File: src/rtl/pkt_grouper_pkg.sv
package pkt_grouper_pkg;
    typedef enum logic [1:0] {
        ST_COLLECT = 2'd0,
        ST_DRAIN   = 2'd1,
        ST_PASS    = 2'd2
    } grp_state_e;
endpackage

File: src/rtl/pg_close_detect.sv
module pg_close_detect #(
    parameter int DATA_W = 9,
    parameter int DEPTH  = 8,
    parameter int CNT_W  = 4,
    parameter int LEN_W  = 5,
    parameter int BITS_W = 4
) (
    input  logic [DATA_W-1:0] word,
    input  logic [DATA_W:0]   cfg_delim,
    input  logic [LEN_W-1:0]  cfg_len,
    input  logic [BITS_W-1:0] cfg_bits,
    input  logic [CNT_W-1:0]  fill,
    output logic              delim_en,
    output logic              len_en,
    output logic              delim_hit,
    output logic              len_hit,
    output logic              full_hit
);
    logic [DATA_W-1:0] mask;
    logic [LEN_W-1:0]  next_cnt;

    always_comb begin
        for (int i = 0; i < DATA_W; i++) begin
            mask[i] = (BITS_W'(i) < cfg_bits);
        end
    end

    assign delim_en  = ~&cfg_delim;
    assign len_en    = ~&cfg_len;
    assign next_cnt  = LEN_W'(fill) + LEN_W'(1);
    assign delim_hit = delim_en && (((word ^ cfg_delim[DATA_W-1:0]) & mask) == '0);
    assign len_hit   = len_en && (next_cnt >= cfg_len);
    assign full_hit  = (fill == CNT_W'(DEPTH - 1));
endmodule

File: src/rtl/pg_buffer.sv
module pg_buffer #(
    parameter int DATA_W = 9,
    parameter int DEPTH  = 8,
    parameter int CNT_W  = 4
) (
    input  logic              clk,
    input  logic              rst_n,
    input  logic              wr_en,
    input  logic [CNT_W-1:0]  waddr,
    input  logic [DATA_W-1:0] wdata,
    input  logic [CNT_W-1:0]  raddr,
    output logic [DATA_W-1:0] rdata
);
    logic [DATA_W-1:0] mem [DEPTH];

    always_ff @(posedge clk) begin
        if (wr_en) begin
            mem[waddr[$clog2(DEPTH)-1:0]] <= wdata;
        end
    end

    assign rdata = mem[raddr[$clog2(DEPTH)-1:0]];


    no_overflow_chk: assert property (@(posedge clk) disable iff (!rst_n)
        wr_en |-> (waddr < CNT_W'(DEPTH)));
endmodule

File: src/rtl/pkt_grouper.sv
module pkt_grouper
    import pkt_grouper_pkg::*;
#(
    parameter int DATA_W = 9,
    parameter int DEPTH  = 8,
    parameter int TS_W   = 32,
    localparam int CNT_W  = $clog2(DEPTH + 1),
    localparam int LEN_W  = CNT_W + 1,
    localparam int BITS_W = $clog2(DATA_W + 1)
) (
    input  logic              clk,
    input  logic              rst_n,
    input  logic [DATA_W:0]   cfg_delim,
    input  logic [LEN_W-1:0]  cfg_len,
    input  logic [BITS_W-1:0] cfg_bits,
    input  logic [TS_W-1:0]   ts_now,
    input  logic              in_valid,
    output logic              in_ready,
    input  logic [DATA_W-1:0] in_data,
    input  logic [TS_W-1:0]   in_time,
    output logic              out_valid,
    input  logic              out_ready,
    output logic [DATA_W-1:0] out_data,
    output logic              out_sop,
    output logic              out_eop,
    output logic              out_ovf,
    output logic [TS_W-1:0]   out_start_time,
    output logic [TS_W-1:0]   out_end_time
);
    grp_state_e state_q, state_d;

    logic [CNT_W-1:0]  wcnt_q, rcnt_q;
    logic              ovf_q;
    logic [TS_W-1:0]   t_start_q, t_end_q;
    logic              delim_en, len_en, delim_hit, len_hit, full_hit;
    logic              close_any, bypass_cfg, wr_en, last_beat;
    logic [DATA_W-1:0] rd_data;

    pg_close_detect #(
        .DATA_W(DATA_W), .DEPTH(DEPTH), .CNT_W(CNT_W),
        .LEN_W(LEN_W), .BITS_W(BITS_W)
    ) u_close (
        .word(in_data), .cfg_delim(cfg_delim), .cfg_len(cfg_len),
        .cfg_bits(cfg_bits), .fill(wcnt_q), .delim_en(delim_en),
        .len_en(len_en), .delim_hit(delim_hit), .len_hit(len_hit),
        .full_hit(full_hit)
    );

    pg_buffer #(.DATA_W(DATA_W), .DEPTH(DEPTH), .CNT_W(CNT_W)) u_buf (
        .clk(clk), .rst_n(rst_n), .wr_en(wr_en), .waddr(wcnt_q),
        .wdata(in_data), .raddr(rcnt_q), .rdata(rd_data)
    );

    assign close_any  = delim_hit | len_hit | full_hit;
    assign bypass_cfg = !delim_en && !len_en;
    assign last_beat  = (rcnt_q == wcnt_q - CNT_W'(1));
    assign wr_en      = (state_q == ST_COLLECT) && in_ready && in_valid;

    // state register
    always_ff @(posedge clk or negedge rst_n) begin
        if (!rst_n) state_q <= ST_COLLECT;
        else        state_q <= state_d;
    end

    // next state
    always_comb begin
        state_d = state_q;
        unique case (state_q)
            ST_COLLECT: begin
                if (bypass_cfg && wcnt_q == '0) state_d = ST_PASS;
                else if (wr_en && close_any)    state_d = ST_DRAIN;
            end
            ST_DRAIN: begin
                if (out_ready && last_beat) state_d = ST_COLLECT;
            end
            ST_PASS: begin
                if (!bypass_cfg) state_d = ST_COLLECT;
            end
            default: state_d = ST_COLLECT;
        endcase
    end

    // outputs
    always_comb begin
        in_ready  = 1'b0;
        out_valid = 1'b0;
        out_data  = rd_data;
        out_sop   = 1'b0;
        out_eop   = 1'b0;
        out_ovf   = 1'b0;
        unique case (state_q)
            ST_COLLECT: in_ready = !(bypass_cfg && wcnt_q == '0);
            ST_DRAIN: begin
                out_valid = 1'b1;
                out_sop   = (rcnt_q == '0);
                out_eop   = last_beat;
                out_ovf   = ovf_q;
            end
            ST_PASS: begin
                out_valid = in_valid;
                in_ready  = out_ready;
                out_data  = in_data;
            end
            default: ;
        endcase
    end

    assign out_start_time = t_start_q;
    assign out_end_time   = t_end_q;

    // datapath
    always_ff @(posedge clk or negedge rst_n) begin
        if (!rst_n) begin
            wcnt_q    <= '0;
            rcnt_q    <= '0;
            ovf_q     <= 1'b0;
            t_start_q <= '0;
            t_end_q   <= '0;
        end else begin
            if (wr_en) begin
                wcnt_q <= wcnt_q + CNT_W'(1);
                if (wcnt_q == '0) t_start_q <= in_time;
                if (close_any) begin
                    t_end_q <= ts_now;
                    ovf_q   <= full_hit && !delim_hit && !len_hit;
                    rcnt_q  <= '0;
                end
            end
            if (state_q == ST_DRAIN && out_ready) begin
                if (last_beat) begin
                    rcnt_q <= '0;
                    wcnt_q <= '0;
                end else begin
                    rcnt_q <= rcnt_q + CNT_W'(1);
                end
            end
        end
    end


    out_hold_chk: assert property (@(posedge clk) disable iff (!rst_n)
        (state_q == ST_DRAIN && !out_ready) |=>
            (out_valid && $stable(out_data) && $stable(out_sop) && $stable(out_eop)));


    drained_empty_chk: assert property (@(posedge clk) disable iff (!rst_n)
        (out_valid && out_ready && out_eop) |=> !out_valid);


    start_ts_chk: assert property (@(posedge clk) disable iff (!rst_n)
        (wr_en && wcnt_q == '0) |=> (out_start_time == $past(in_time)));


    sop_first_chk: assert property (@(posedge clk) disable iff (!rst_n)
        $rose(state_q == ST_DRAIN) |-> (out_valid && out_sop));
endmodule

File: config.mk
export PLATFORM = sky130hd
export DESIGN_NAME = pkt_grouper
export DESIGN_NICKNAME = d
export VERILOG_FILES = /design/src/rtl/pkt_grouper_pkg.sv /design/src/rtl/pg_close_detect.sv /design/src/rtl/pg_buffer.sv /design/src/rtl/pkt_grouper.sv
export SDC_FILE = /design/constraint.sdc
export NUM_CORES = 1
export LEC_CHECK = 0
export BUFFER_PORTS_ARGS = -buffer_cell sky130_fd_sc_hd__buf_2
export CORE_MARGIN = 8
export CORE_UTILIZATION = 46
export DETAILED_ROUTE_END_ITERATION = 8
export PLACE_DENSITY = 0.71
export SYNTH_ARGS = -nofsm -noshare
export SYNTH_HDL_FRONTEND = slang
export SYNTH_HIERARCHICAL = 1
export SYNTH_SLANG_ARGS = --single-unit
export TNS_END_PERCENT = 1
File: constraint.sdc
create_clock -name clk -period 3.6 [get_ports clk]
set_input_delay 0.36 -clock clk [delete_from_list [all_inputs] [get_ports clk]]
set_output_delay 0.36 -clock clk [all_outputs]
set_load 0.1 [all_outputs]
==> metrics.csv, run 1 <==
stage,metric,value,unit
global_route,grt_use_total,17.8,%
clock_tree,hold_buffers,0,
floorplan,row_count,44,
global_route,grt_pass1_wl,25.2,mm
sta,finalCriticalPeriod,3.20,ns
yosys,synthArstFlopShare,51.0,%
sta,skew,0.00713,ns
global_route,antenna_found_initial,0,
drt,drt-vias-per-instance,5.30,
clock_tree,cts-root-buf,clkbuf_16,
placement,io_buffers,173,
clock_tree,insertion_delay,0.41,ns
drt,wl,15.7,mm
drt,drt_iter0_markers,221,
yosys,synth_seq_area_share,60.8,%
sta,finalSetupViolCount,0,
floorplan,die_area,18500,um2
yosys,synth.avg_cell_area,16.3,um2
sta,fin_crit_sh,88.9,%
yosys,synth_area_leader_cell,edfxtp_1,
final_layout,fin_cells,797,
run_status,status,completed,
sta,max_freq,313,MHz
clock_tree,cts_resized,0,
placement,hpwl,11.2,mm
drt,final_antenna_net_count,0,
critical_path,critPathLaunchType,flop,
min_path,hp-class,input port to asynchronous set/reset pin,
floorplan,coreArea,14300,um2
sta,timing.hold.ws,0.0757,ns
yosys,syn-num-nets,516,
yosys,netlist_instances,407,
critical_path,crit_arrival,2.84,ns
yosys,yosysTopAreaCellShare,32.6,%
sta,tns,0,ns
drt,drcViolationCount,0,
critical_path,endpoint_kind,output port,
run,maxCapViolCount,0,
clock_tree,clk_pin_slew,0.06,ns
sta,maxSlewViolCount,0,
floorplan,fp.dieH,136,um
final_layout,nFillCells,1130,
yosys,yosys_register_bits,147,
clock_tree,h-tree-depth,4,
floorplan,start_util,46.4,%
placement,place_inst,765,
critical_path,cp-startpoint,rcnt_q[2]$_DFFE_PN0P_,
drt,vias,4225,
final_layout,finalNetCount,709,
critical_path,r2r_start,wcnt_q[0]$_DFF_PN0_,
sta,grt_setup_unrepaired,false,
global_route,first_global_vias,4853,
global_route,grt_start_max_net_pins,76,
final_layout,mostFrequentLayoutCells,"172 x buf_2, 75 x dfrtp_1, 72 x edfxtp_1",
floorplan,io_pins,174,
yosys,synthDistinctLibCells,53,
drt,dr.pass1.iters,4,
final_layout,n_antenna_cell,0,
sta,slew_headroom,32.9,%
critical_path,required,3.24,ns
yosys,ys.warnings.count,6,
clock_tree,cts_made_buffers,17,
final_layout,final_common_cell,buf_2,
sta,hold_violations,0,
critical_path,path_max_fanout,23,
final_layout,area_growth,26.2,%
floorplan,die_w,136,um
final_layout,drive_gt1_share,49.6,%
yosys,syn_area,6640,um2
clock_tree,cts_tree,done,
clock_tree,cts_setup_buffers,0,
critical_path,path_class,flop to output port,
clock_tree,cts.sinks,147,
drt,wl_per_cell,19.6,um
global_route,grt.overflow.total,0,
clock_tree,clockBufferDepth,2,
yosys,synth_top_flop_cell,dfrtp_1,
yosys,synth-edff-count,72,
placement,place.gp.congestion,0.840,
yosys,synth_area_leaders,"edfxtp_1 33%, dfrtp_1 28%, mux2_2 9.2%, mux4_1 7.1%, mux2_4 5.9%",
sta,tightest_slew,1.01,ns
==> metal layers <==
| metal | part of all wire (%) | vias up | track usage, % |
|---|---|---|---|
| li1 | - | 1946 | - |
| met1 | 40 | 2085 | 20.7 |
| met2 | 48 | 180 | 28.3 |
| met3 | 11 | 14 | 8.68 |
| met4 | 1.1 | 0 | 5.80 |
| met5 | 0 | - | 0 |
==> sequential cells by signal, summed over array words and instances (netlist names) <==
name	cells
out_start_time	32
ovf_q	1
u_buf/mem	72
state_q	2
wcnt_q	4
rcnt_q	4
out_end_time	32
==> worst max-delay path: stages (launching register included) <==
cell	delay, ns
dfrtp_1	1.00
xor2_1	0.18
nand4b_1	0.26
o22ai_2	0.36
and2_1	0.19
buf_2	0.43
==> cell families (layout without fill, tap and decap cells) <==
family	Yosys count	after routing	synth area share (%)
AOI/OAI and AO/OA	32	32	3.69
xor gates and xnor gates	21	21	2.77
adders and majority gates	13	13	2.45
buffers and inverters	25	231	2.30
DFF	147	147	60.8
muxes	100	100	22.5
and+or+nand+nor	69	69	5.45
==> synthesized netlist by cell type, types with 3 or more instances <==
library cell	n
a211oi_1	4
a21oi_1	5
and3_1	4
buf_2	4
buf_6	5
dfrtp_1	75
edfxtp_1	72
ha_1	13
inv_1	12
mux2_2	54
mux2_4	26
mux4_1	18
nand2_1	15
nand2b_1	4
nand3_1	6
nand4_1	3
nor2_1	17
nor3_1	6
o22ai_1	4
xnor2_1	13
xor2_1	8
==> metrics by stage <==
step,setup WS [ns],area [um2],utilization (%)
finish,0.401,8380,58.5
global placement,0.556,7760,54.2
CTS,0.372,8380,58.5
global route,0.147,8380,58.5
detailed placement,0.472,7760,54.2
floorplan,0.451,6640,-
==> final cells by class <==
class	instances	area [um2]	area share, %
tap	184	230	2.75
inverter	12	45.0	0.538
sequential	147	4040	48.2
multi-input combinational	235	2460	29.4
clock inverter	15	189	2.26
clock buffer	17	425	5.08
timing repair buffer	187	986	11.8
==> final timing paths <==
path	endpoint	slack, ns	cells after the start
max in group asynchronous	out_end_time[0]$_DFFE_PN0P_	2.89	1
worst max-delay path	out_eop	0.40	5
min in group clk	out_start_time[5]$_DFFE_PN0P_	0.16	2
worst min-delay path	out_start_time[23]$_DFFE_PN0P_	0.08	1
worst min register to register	out_start_time[27]$_DFFE_PN0P_	0.50	1
worst max register to register	out_end_time[2]$_DFFE_PN0P_	0.47	10
Power of run 1 is not shown: default switching activity piles up to over one toggle a cycle in this logic, so the estimate is an artifact.
==> inputs of run 2 (changes only) <==
--- a/config.mk
+++ b/config.mk
@@ -10,6 +10,7 @@
 export CORE_UTILIZATION = 46
 export DETAILED_ROUTE_END_ITERATION = 8
 export PLACE_DENSITY = 0.71
+export RECOVER_POWER = 25
 export SYNTH_ARGS = -nofsm -noshare
 export SYNTH_HDL_FRONTEND = slang
 export SYNTH_HIERARCHICAL = 1
==> run 2 against run 1 <==
The run now ends with capacitance limit, slew limit left. Critical endpoint unchanged. Die area is the same. Cell area is 0.16% lower. Register-to-register slack about the same. Critical path depth unchanged. Worst hold slack better by 0.087 ns. Setup slack better by 0.0051 ns.
==> metrics.csv, run 2 (synthesis results as in run 1) <==
stage,metric,value,unit,change
run_status,status,"finished, violations left",,
run_status,violations,"capacitance limit, slew limit",,
final_layout,n_antenna_cell,0,,unchanged
drt,wl_per_cell,19.7,um,+0.20%
clock_tree,cts.sinks,147,,unchanged
global_route,first_global_vias,4853,,unchanged
global_route,grt_use_total,17.8,%,unchanged
floorplan,io_pins,174,,unchanged
critical_path,path_class,flop to output port,,
sta,maxSlewViolCount,76,,+76
global_route,grt_start_max_net_pins,76,,unchanged
final_layout,drive_gt1_share,48.1,%,-1.5 points
sta,tns,0,ns,unchanged
placement,hpwl,11.2,mm,unchanged
final_layout,ff_latch_area,4040,um2,unchanged
final_layout,multi_input_area,2460,um2,unchanged
critical_path,path_max_fanout,23,,unchanged
final_layout,mostFrequentLayoutCells,"163 x buf_2, 75 x dfrtp_1, 72 x edfxtp_1",,
sta,grt_setup_unrepaired,false,,
final_layout,finalNetCount,709,,unchanged
drt,dr.pass1.iters,4,,unchanged
critical_path,path_buf_inv,1,,unchanged
clock_tree,insertion_delay,0.41,ns,about the same
critical_path,crit_arrival,2.83,ns,about the same
critical_path,path_delay_family,flip-flops,,
sta,slew_headroom,-24.2,%,-57 points
drt,drt-vias-per-instance,5.32,,+0.40%
sta,hold_violations,0,,unchanged
floorplan,row_count,44,,unchanged
run,maxCapViolCount,1,,+1
critical_path,crit_slowest_cell,dfrtp_1,,
placement,place.gp.congestion,0.840,,unchanged
critical_path,worst_path_largest_cell_delay,1.01,ns,about the same
floorplan,coreArea,14300,um2,unchanged
clock_tree,clockBufferDepth,2,,unchanged
global_route,grt.overflow.total,0,,unchanged
floorplan,fp.dieH,136,um,unchanged
floorplan,die_area,18500,um2,unchanged
drt,final_antenna_net_count,0,,unchanged
sta,skew,0.00926,ns,+0.00213 ns
min_path,hp-class,input port to flop,,
critical_path,critPathLaunchType,flop,,
drt,drcViolationCount,0,,unchanged
final_layout,nFillCells,1133,,+0.27%
drt,vias,4242,,+0.40%
placement,io_buffers,173,,unchanged
clock_tree,cts_resized,0,,unchanged
final_layout,area_growth,26.0,%,
sta,tightest_slew,1.86,ns,+0.856 ns
critical_path,required,3.24,ns,about the same
clock_tree,cts_made_buffers,17,,unchanged
sta,fin_crit_sh,88.7,%,-0.14 points
drt,drt_iter0_markers,197,,-11%
clock_tree,cts_tree,done,,
sta,finalSetupViolCount,0,,unchanged
clock_tree,h-tree-depth,4,,unchanged
sta,max_freq,313,MHz,+0.16%
drt,wl,15.7,mm,+0.20%
critical_path,path_cells,xor2_1 > nand4b_1 > o22ai_2 > and2_1 > buf_2,,
global_route,grt_pass1_wl,25.2,mm,unchanged
clock_tree,hold_buffers,0,,unchanged
clock_tree,cts-root-buf,clkbuf_16,,
sta,finalCriticalPeriod,3.19,ns,-0.00506 ns
floorplan,start_util,46.4,%,unchanged
critical_path,endpoint_kind,output port,,
global_route,antenna_found_initial,0,,unchanged
clock_tree,cts_setup_buffers,0,,unchanged
final_layout,largest_reg_flops,72,,unchanged
clock_tree,clk_pin_slew,0.06,ns,about the same
final_layout,final_common_cell,buf_2,,
floorplan,die_w,136,um,unchanged
## run 2: per-stage QoR
step                      hold slack, ns  instances  area (um2)  setup slack, ns  utilization, %
after CTS                          0.120        797        8380            0.372            58.5
after global placement             0.463        765        7760            0.556            54.2
after detailed placement           0.481        765        7760            0.472            54.2
after global routing               0.139        797        8360            0.147            58.4
after floorplan                   0.0644        407        6640            0.451               -
final                              0.162        797        8360            0.406            58.4
## run 2: path summary, 6_finish.rpt
check,from,depth (start not counted),slack [ns],end
hold / removal,in_time[5],2,0.16,out_start_time[5]$_DFFE_PN0P_
min in group asynchronous,rst_n,1,0.44,out_start_time[23]$_DFFE_PN0P_
max in group asynchronous,rst_n,1,2.04,out_end_time[0]$_DFFE_PN0P_
hold reg to reg,out_start_time[10]$_DFFE_PN0P_,1,0.50,out_start_time[10]$_DFFE_PN0P_
setup / recovery,rcnt_q[2]$_DFFE_PN0P_,5,0.41,out_eop
setup reg to reg,wcnt_q[0]$_DFF_PN0_,10,0.47,out_end_time[2]$_DFFE_PN0P_
## run 2: routing by layer
layer / part of all wire [%] / wire, um / up-vias / track usage, %
li1: - / - / 1945 / -
met1: 40 / 6200 / 2101 / 20.7
met2: 48 / 7550 / 182 / 28.3
met3: 11 / 1770 / 14 / 8.68
met4: 1.1 / 167 / 0 / 5.80
met5: 0 / 0 / - / 0
## run 2: layout make-up
type	instances	area share, %
tap	184	2.75
clock buffer	17	5.09
timing repair buffer	187	11.6
multi-input combinational	235	29.4
sequential	147	48.3
inverter	12	0.539
clock inverter	15	2.26
Power of run 2 is left out for the same reason.
==> inputs of run 3 (changes only) <==
--- a/config.mk
+++ b/config.mk
@@ -6,6 +6,7 @@
 export NUM_CORES = 1
 export LEC_CHECK = 0
 export BUFFER_PORTS_ARGS = -buffer_cell sky130_fd_sc_hd__buf_2
+export CORE_ASPECT_RATIO = 0.5
 export CORE_MARGIN = 8
 export CORE_UTILIZATION = 46
 export DETAILED_ROUTE_END_ITERATION = 8
==> run 3 against run 2 <==
Worst hold slack better by 0.0047 ns. Via count decreased by 2.5%. First-iteration DRC count is 38% higher. Cell count is 1.4% higher. Clock skew fell by 0.00087 ns. The run still ends with capacitance limit, slew limit left. Utilization fell by 0.12 points. Clock-buffer cell count stayed put. Non-clock buffer count down 4. Die area grew 1.3%. Flip-flop and latch count is the same. Wire length is 3.2% lower. Maximum frequency rose by 2.1%.
==> metrics.csv, run 3 (synthesis results as in run 1) <==
stage,metric,value,unit,change
final_layout,mostFrequentLayoutCells,"163 x buf_2, 75 x dfrtp_1, 72 x edfxtp_1",,
sta,maxSlewViolCount,76,,unchanged
global_route,grt_use_total,16.4,%,-1.4 points
clock_tree,hold_buffers,0,,unchanged
drt,wl_per_cell,18.8,um,-4.6%
global_route,grt_start_max_net_pins,76,,unchanged
critical_path,required,3.89,ns,+0.65 ns
critical_path,crit_slowest_cell,o21bai_1,,
clock_tree,cts_made_buffers,17,,unchanged
clock_tree,cts.sinks,147,,unchanged
final_layout,ff_latch_area,4040,um2,unchanged
critical_path,path_delay_family,compound AO/OA/AOI/OAI gates,,
sta,max_freq,320,MHz,+2.1%
drt,dr.pass1.iters,4,,unchanged
critical_path,cp_num_cells,11,,+6
critical_path,path_class,flop to flop,,
critical_path,crit_top_cell,ha_1,,
final_layout,multi_input_area,2470,um2,+0.36%
clock_tree,h-tree-depth,4,,unchanged
run_status,violations,"capacitance limit, slew limit",,
sta,fin_crit_sh,86.9,%,-1.8 points
critical_path,worst_path_largest_cell_delay,0.47,ns,-0.54 ns
floorplan,coreArea,14300,um2,-0.28%
clock_tree,clk_pin_slew,0.07,ns,about the same
placement,io_buffers,173,,unchanged
sta,finalCriticalPeriod,3.13,ns,-0.0645 ns
drt,drcViolationCount,0,,unchanged
clock_tree,cts_setup_buffers,0,,unchanged
floorplan,die_area,18800,um2,+1.3%
sta,hold_violations,0,,unchanged
drt,drt-vias-per-instance,5.12,,-3.8%
final_layout,finalNetCount,706,,-0.42%
final_layout,nFillCells,1130,,-0.26%
sta,finalSetupViolCount,0,,unchanged
critical_path,cp-startpoint,wcnt_q[0]$_DFF_PN0_,,
critical_path,ff2ff_path_depth,11,,+1
final_layout,area_growth,25.3,%,
drt,wl,15.2,mm,-3.2%
run_status,status,"finished, violations left",,
clock_tree,cts-root-buf,clkbuf_16,,
global_route,grt.overflow.total,0,,unchanged
floorplan,row_count,31,,-30%
min_path,hp-start,in_time[6],,
critical_path,path_buf_inv,1,,unchanged
floorplan,fp.dieH,101,um,-26%
placement,hpwl,10.5,mm,-5.5%
drt,drt_iter0_markers,271,,+38%
min_path,hp-class,input port to flop,,
final_layout,n_antenna_cell,0,,unchanged
min_path,hold_depth,2,,unchanged
global_route,grt_pass1_wl,23.7,mm,-5.8%
sta,grt_setup_unrepaired,false,,
clock_tree,insertion_delay,0.41,ns,about the same
final_layout,largest_reg_flops,72,,unchanged
critical_path,endpoint_kind,flop,,
clock_tree,cts_tree,done,,
drt,final_antenna_net_count,0,,unchanged
clock_tree,clockBufferDepth,2,,unchanged
critical_path,r2r_start,wcnt_q[0]$_DFF_PN0_,,
clock_tree,cts_resized,0,,unchanged
global_route,antenna_found_initial,1,,+1
sta,tightest_slew,1.88,ns,+0.0168 ns
critical_path,crit_arrival,3.42,ns,+0.59 ns
floorplan,die_w,186,um,+37%
floorplan,io_pins,174,,unchanged
sta,skew,0.00839,ns,-0.000872 ns
final_layout,drive_gt1_share,48.2,%,+0.073 points
sta,tns,0,ns,unchanged
drt,vias,4138,,-2.5%
final_layout,final_common_cell,buf_2,,
run,maxCapViolCount,1,,unchanged
placement,place.gp.congestion,0.804,,-4.2%
floorplan,start_util,46.5,%,+0.13 points
critical_path,critPathLaunchType,flop,,
global_route,first_global_vias,4543,,-6.4%
sta,slew_headroom,-25.3,%,-1.1 points
critical_path,path_cells,ha_1 > xor2_1 > ha_1 > o21ai_0 > o21ai_1 > o211a_1 > or2_2 > o21bai_1 > a21oi_4 > buf_4 > mux2_4,,
critical_path,path_max_fanout,14,,-39%
-- run 3: changes by cell type in the layout (fill, tap and decap cells not counted), moves of 2 or more --
cell and change:
clkinv_1 -2, buf_4 -3, inv_8 +4, bufinv_16 -3, clkinv_2 -3, inv_6 +3
-- run 3: cell type report --
class                      instances  area share [%]
clock buffer                      17            5.11
inverter                          12           0.541
sequential                       147            48.5
clock inverter                    15            1.98
tap                              198            2.98
multi-input combinational        236            29.7
timing repair buffer             183            11.2
-- run 3: layer usage --
layer | vias up | track usage (%) | part of all wire, %
met1 | 2048 | 19.8 | 42
met3 | 22 | 5.32 | 6.7
met2 | 125 | 27.6 | 49
met4 | 0 | 5.34 | 1.7
met5 | - | 0 | 0
li1 | 1943 | - | -
-- run 3: final timing paths --
kind                                                      end  slack [ns]
worst max-delay path             out_end_time[31]$_DFFE_PN0P_        0.47
worst min register to register  out_start_time[6]$_DFFE_PN0P_        0.49
worst max register to register   out_end_time[31]$_DFFE_PN0P_        0.47
min in group asynchronous       out_start_time[8]$_DFFE_PN0P_        0.47
worst min-delay path            out_start_time[6]$_DFFE_PN0P_        0.17
max in group asynchronous              state_q[1]$_DFFE_PN0P_        2.02
-- run 3: through the flow --
step | cell area (um2) | utilization [%] | setup WS (ns) | hold WS [ns] | cells
finish | 8320 | 58.3 | 0.470 | 0.167 | 808
detailed placement | 7740 | 54.2 | 0.186 | 0.481 | 775
floorplan | 6640 | - | 0.451 | 0.0644 | 407
CTS | 8330 | 58.3 | 0.221 | 0.139 | 807
global placement | 7740 | 54.2 | 0.275 | 0.464 | 775
global route | 8320 | 58.3 | 0.289 | 0.157 | 808
Power of run 3 is left out for the same reason.
